<file path="src/rtl/arb_pkg.sv">
package arb_pkg;
  function automatic int idx_width(int n);
    return (n > 1) ? $clog2(n) : 1;
  endfunction
endpackage

</file>
<file path="src/rtl/arb_pick.sv">
// Lowest set bit wins.
module arb_pick #(
  parameter int unsigned WIDTH = 4,
  localparam int unsigned IW = arb_pkg::idx_width(WIDTH)
) (
  input  logic [WIDTH-1:0] vec_i,
  output logic [IW-1:0]    idx_o,
  output logic             vld_o
);
  always_comb begin
    idx_o = '0;
    for (int i = WIDTH - 1; i >= 0; i--) begin
      if (vec_i[i]) idx_o = IW'(i);
    end
  end
  assign vld_o = |vec_i;
endmodule

</file>
<file path="src/rtl/arb_age_cnt.sv">
module arb_age_cnt #(
  parameter int unsigned AGE_LIMIT = 8,
  localparam int unsigned AW = $clog2(AGE_LIMIT + 1)
) (
  input  logic clk_i,
  input  logic rst_ni,
  input  logic req_i,
  input  logic award_i,
  input  logic won_i,
  output logic promoted_o
);
  logic [AW-1:0] age_q, age_d;

  always_comb begin
    age_d = age_q;
    if (!req_i || (award_i && won_i)) age_d = '0;
    else if (award_i && age_q < AW'(AGE_LIMIT)) age_d = age_q + 1'b1;
  end

  always_ff @(posedge clk_i or negedge rst_ni) begin
    if (!rst_ni) age_q <= '0;
    else         age_q <= age_d;
  end

  assign promoted_o = (age_q == AW'(AGE_LIMIT));

  assert_age_cap_R8: assert property (@(posedge clk_i) disable iff (!rst_ni)
    age_q <= AW'(AGE_LIMIT));
  assert_age_clear_R10: assert property (@(posedge clk_i) disable iff (!rst_ni)
    (!req_i || (award_i && won_i)) |=> (age_q == '0));
endmodule

</file>
<file path="src/rtl/bus_arbiter.sv">
module bus_arbiter #(
  parameter int unsigned N_MASTERS = 4,
  parameter int unsigned AGE_LIMIT = 8
) (
  input  logic                 clk_i,
  input  logic                 rst_ni,
  input  logic [N_MASTERS-1:0] req_i,
  input  logic                 release_i,
  output logic [N_MASTERS-1:0] gnt_o
);
  localparam int unsigned IW = arb_pkg::idx_width(N_MASTERS);

  logic [N_MASTERS-1:0] gnt_q, gnt_d, promoted, win_oh;
  logic [IW-1:0]        fix_idx, old_idx, win_idx;
  logic                 fix_vld, old_vld, busy, award;

  arb_pick #(.WIDTH(N_MASTERS)) u_pick_fixed (
    .vec_i(req_i), .idx_o(fix_idx), .vld_o(fix_vld));
  arb_pick #(.WIDTH(N_MASTERS)) u_pick_aged (
    .vec_i(req_i & promoted), .idx_o(old_idx), .vld_o(old_vld));

  assign busy    = |gnt_q;
  assign award   = !busy && fix_vld;
  assign win_idx = old_vld ? old_idx : fix_idx;

  always_comb begin
    win_oh = '0;
    win_oh[win_idx] = 1'b1;
  end

  for (genvar g = 0; g < N_MASTERS; g++) begin : g_age
    arb_age_cnt #(.AGE_LIMIT(AGE_LIMIT)) u_age (
      .clk_i     (clk_i),
      .rst_ni    (rst_ni),
      .req_i     (req_i[g]),
      .award_i   (award),
      .won_i     (win_oh[g]),
      .promoted_o(promoted[g])
    );
  end

  always_comb begin
    gnt_d = gnt_q;
    if (busy && release_i) gnt_d = '0;
    else if (award)        gnt_d = win_oh;
  end

  always_ff @(posedge clk_i or negedge rst_ni) begin
    if (!rst_ni) gnt_q <= '0;
    else         gnt_q <= gnt_d;
  end

  assign gnt_o = gnt_q;

  assert_reset_idle_R1: assert property (@(posedge clk_i)
    !rst_ni |-> (gnt_o == '0));
  assert_single_grant_R2: assert property (@(posedge clk_i) disable iff (!rst_ni)
    $onehot0(gnt_o));
  assert_grant_to_requester_R4: assert property (@(posedge clk_i) disable iff (!rst_ni)
    ((gnt_o == '0) && (req_i != '0)) |=> ((gnt_o & $past(req_i)) != '0));
  assert_hold_R5: assert property (@(posedge clk_i) disable iff (!rst_ni)
    ((gnt_o != '0) && !release_i) |=> $stable(gnt_o));
  assert_release_R6: assert property (@(posedge clk_i) disable iff (!rst_ni)
    ((gnt_o != '0) && release_i) |=> (gnt_o == '0));
  assert_idle_R7: assert property (@(posedge clk_i) disable iff (!rst_ni)
    ((gnt_o == '0) && (req_i == '0)) |=> (gnt_o == '0));
endmodule

</file>
<file path="config.mk">
export PLATFORM = sky130hd
export DESIGN_NAME = bus_arbiter
export DESIGN_NICKNAME = d
export VERILOG_FILES = /design/src/rtl/arb_pkg.sv /design/src/rtl/arb_pick.sv /design/src/rtl/arb_age_cnt.sv /design/src/rtl/bus_arbiter.sv
export SDC_FILE = /design/constraint.sdc
export NUM_CORES = 1
export LEC_CHECK = 0
export BUFFER_PORTS_ARGS = -buffer_cell sky130_fd_sc_hd__buf_2
export CORE_ASPECT_RATIO = 0.5
export CORE_MARGIN = 5
export CORE_UTILIZATION = 35
export DETAILED_ROUTE_END_ITERATION = 6
export PLACE_DENSITY_LB_ADDON = 0.25
export SETUP_SLACK_MARGIN = 0.4
export SLEW_MARGIN = 10
export SYNTH_ARGS = -nofsm -noshare
export SYNTH_HDL_FRONTEND = slang
export SYNTH_HIERARCHICAL = 1
export SYNTH_SLANG_ARGS = --single-unit
</file>
<file path="constraint.sdc">
create_clock -name clk_i -period 2.5 [get_ports clk_i]
set_input_delay 0.5 -clock clk_i [delete_from_list [all_inputs] [get_ports clk_i]]
set_output_delay 0.5 -clock clk_i [all_outputs]
set_load 0.1 [all_outputs]
</file>
==> flow_summary_export.csv <==
group,metric,value,unit
floorplan,dieArea,5420,µm²
floorplan,start_util,36.1,%
critical_path,worstPathRequired,2.70,ns
global_routing,first_global_vias,1096,
layout,area_growth,43.2,%
critical_path,critPathLaunchType,"flop",
sta,layout_min_cycle_time,2.13,ns
sta,setup_viol,0,
critical_path,crit_path_end_kind,"flop",
outcome,outcome,"finished clean",
power_and_ir_drop,report.power.total,1.52,mW
sta,skew,0.00162,ns
power_and_ir_drop,p_per_area,760,nW/µm²
logic_synthesis,synth.most_common_cell,"dfrtp_1",
logic_synthesis,ys_warn_count,6,
layout,antenna_cells,0,
detailed_routing,viasPerCell,5.15,
critical_path,worstSetupPathType,"reg2reg",
logic_synthesis,syn_area_per_cell,9.82,µm²
flow_run,maxCapViolCount,0,
clocking,insertion_delay,0.26,ns
logic_synthesis,syn_area,1390,µm²
critical_path,critical_path.cell_chain,"inv_2 > ha_4 > nand2_2 > nor2_2 > and2_4 > nand2b_4 > a21oi_4 > buf_6 > a32o_2 > nand2b_1 > a21oi_1 > o21a_1",
clocking,cts_root_buffer,"clkbuf_8",
logic_synthesis,synth-seq-cells,20,
layout,drive_gt1_share,56.9,%
logic_synthesis,syn_inst,142,
power_and_ir_drop,p_leak,0.858,nW
detailed_routing,drc,0,
clocking,cts_sinks,20,
critical_path,crit_fanout,7,
floorplan,ios,11,
layout,fin_cells,235,
critical_path,cp_slowest_cell,"dfrtp_1",
global_routing,grt_max_degree,28,
logic_synthesis,synth_edf_count,0,
logic_synthesis,ys_top_cells_by_count,"20 x dfrtp_1, 15 x nand2_1, 14 x inv_1",
sta,period_share,85.3,%
placed_design,place.gp.congestion,0.767,
sta,fin_hold_ws,0.186,ns
detailed_routing,ant_nets,0,
sta,fmax,469,MHz
sta,rsz0062_at_grt,"yes",
logic_synthesis,synth_largest_area_cell,"dfrtp_1",
detailed_routing,drt-total-wl,3430,µm
sta,finalHoldViolCount,0,
global_routing,grt_usage,12.1,%
min_path,worst_hold_path_type,"in2async",
clocking,cts_tree,"yes",
clocking,clkTransAtPathRegs,0.08,ns
floorplan,rows,16,
detailed_routing,num_vias,1210,
sta,worst_slew_pin_slew,0.588,ns
clocking,cts_made_buffers,3,
sta,drv_slew,0,
critical_path,crit_arrival,2.34,ns
placed_design,io_buffer_count,10,
sta,relSlewSlack,60.6,%
floorplan,fp.coreArea,3860,µm²
placed_design,hpwl,2040,µm
power_and_ir_drop,irDropWorstVdd,0.338,mV
global_routing,antenna_found_initial,0,
logic_synthesis,synth_fp_nets,157,
global_routing,grt_pass1_wl,5110,µm
clocking,clock_path_buffers,2,
critical_path,worst-path-buf-inv,2,
detailed_routing,routedWlPerCell,14.6,µm
logic_synthesis,synth_area_leaders,"dfrtp_1 36%, ha_1 7.2%, a32o_1 4.3%, nor4b_2 4.3%, o21a_1 4.3%",
critical_path,crit_family,"compound AO/OA/AOI/OAI gates",
placed_design,place_area,1560,µm²
sta,setup_tns,0,ns
critical_path,max_stage_delay,0.39,ns
detailed_routing,dr.first_iter.drc_count,35,
logic_synthesis,ys_seq_area_share,35.9,%
logic_synthesis,yosys.cell_types.count,23,
clocking,cts_hold_buf,0,
layout,fin_nets,197,
logic_synthesis,synth_top_area_share,35.9,%
logic_synthesis,async_reset_ff_share,100,%
clocking,cts-htree-levels,1,
placed_design,place_inst,209,
floorplan,die_w,99.2,µm
detailed_routing,drtPass1Iterations,4,
floorplan,die_y,54.6,µm
layout,final_area,2000,µm²
logic_synthesis,synthFlopType,"dfrtp_1",
global_routing,overflow,0,
-- power breakdown --
group	leakage [nW]	total, mW	switching [mW]	internal (mW)
registers	0.267	0.438	0.0526	0.385
clock network	0.0288	0.253	0.113	0.140
logic	0.562	0.825	0.468	0.357
-- cell families (layout without fill, tap and decap cells) --
logic type / after synthesis / in the layout / share of synthesized area [%]
AND/OR/NAND/NOR: 66 / 66 / 34.1
AO/OA/AOI/OAI: 34 / 34 / 19.0
flip-flops: 20 / 20 / 35.9
buffers and inverters: 14 / 53 / 3.77
adder cells (fa/ha/maj): 8 / 8 / 7.18
-- registers in the layout (all words and copies together), names as in the netlist --
signal             cells
gnt_o                  4
g_age.u_age/age_q     16
-- through the flow --
stage,setup WS [ns],util (%)
final,0.368,51.7
after global routing,0.245,51.7
after CTS,0.402,45.9
after detailed placement,0.120,40.3
after global placement,0.158,40.3
after floorplan,0.429,-
-- cells in the final DEF, fill, tap and decap left out, drive strengths merged --
cell type	n
clkinvlp	2
a41oi	4
inv	13
and2	4
nand2	15
nand2b	11
o31a	4
nor4	1
ha	8
a21oi	10
o21a	8
nor3	2
buf	34
nor4b	8
dfrtp	20
nor2b	1
o32ai	2
clkbuf	4
and2b	4
nor2	12
and3b	4
a32o	6
and4bb	4
-- worst register-to-register path, delay by kind of cell, from the launching register on --
family	cells	cell delay (ns)
AOI/OAI and AO/OA	4	0.68
and+or+nand+nor	5	0.67
DFF	1	0.39
buffers and inverters	2	0.20
adders and majority gates	1	0.13
-- metal layers --
| metal | track usage, % | vias to the layer above | routed length [µm] |
|---|---|---|---|
| met2 | 21.7 | 9 | 1680 |
| met5 | 0 | - | 0 |
| li1 | - | 596 | - |
| met1 | 14.9 | 603 | 1650 |
| met3 | 3.05 | 2 | 58 |
| met4 | 3.40 | 0 | 29 |
-- path summary, 6_finish.rpt --
check	end	cells past startpoint	slack, ns	startpoint
max in group asynchronous	gnt_o[1]$_DFFE_PN0P_	1	1.97	rst_ni
max	g_age[3].u_age/age_q[0]$_DFFE_PN0P_	12	0.37	g_age[2].u_age/age_q[0]$_DFFE_PN0P_
min	g_age[3].u_age/age_q[0]$_DFFE_PN0P_	1	0.19	rst_ni
max reg2reg	g_age[3].u_age/age_q[0]$_DFFE_PN0P_	12	0.37	g_age[2].u_age/age_q[0]$_DFFE_PN0P_
min in group clk_i	g_age[2].u_age/age_q[3]$_DFFE_PN0P_	3	0.52	req_i[2]
min reg2reg	gnt_o[3]$_DFFE_PN0P_	1	0.55	gnt_o[3]$_DFFE_PN0P_
-- area by class of cell --
class | instances | area [µm²]
clock buffers | 4 | 55.1
fillers | 348 | 1870
inverters | 14 | 56.3
multi-input cells | 108 | 1070
flip-flops and latches | 20 | 505
well taps | 54 | 67.6
repair buffers | 34 | 238
repair inverters | 1 | 5.00
-- timing repair --
item                                    in CTS  in global routing
pin swaps                                    7                 25
resized for setup                           21                 36
buffers inserted                            10                 11
cloned                                       0                  1
endpoints found under the setup margin      16                 14
(Power assumes the default switching activity.)
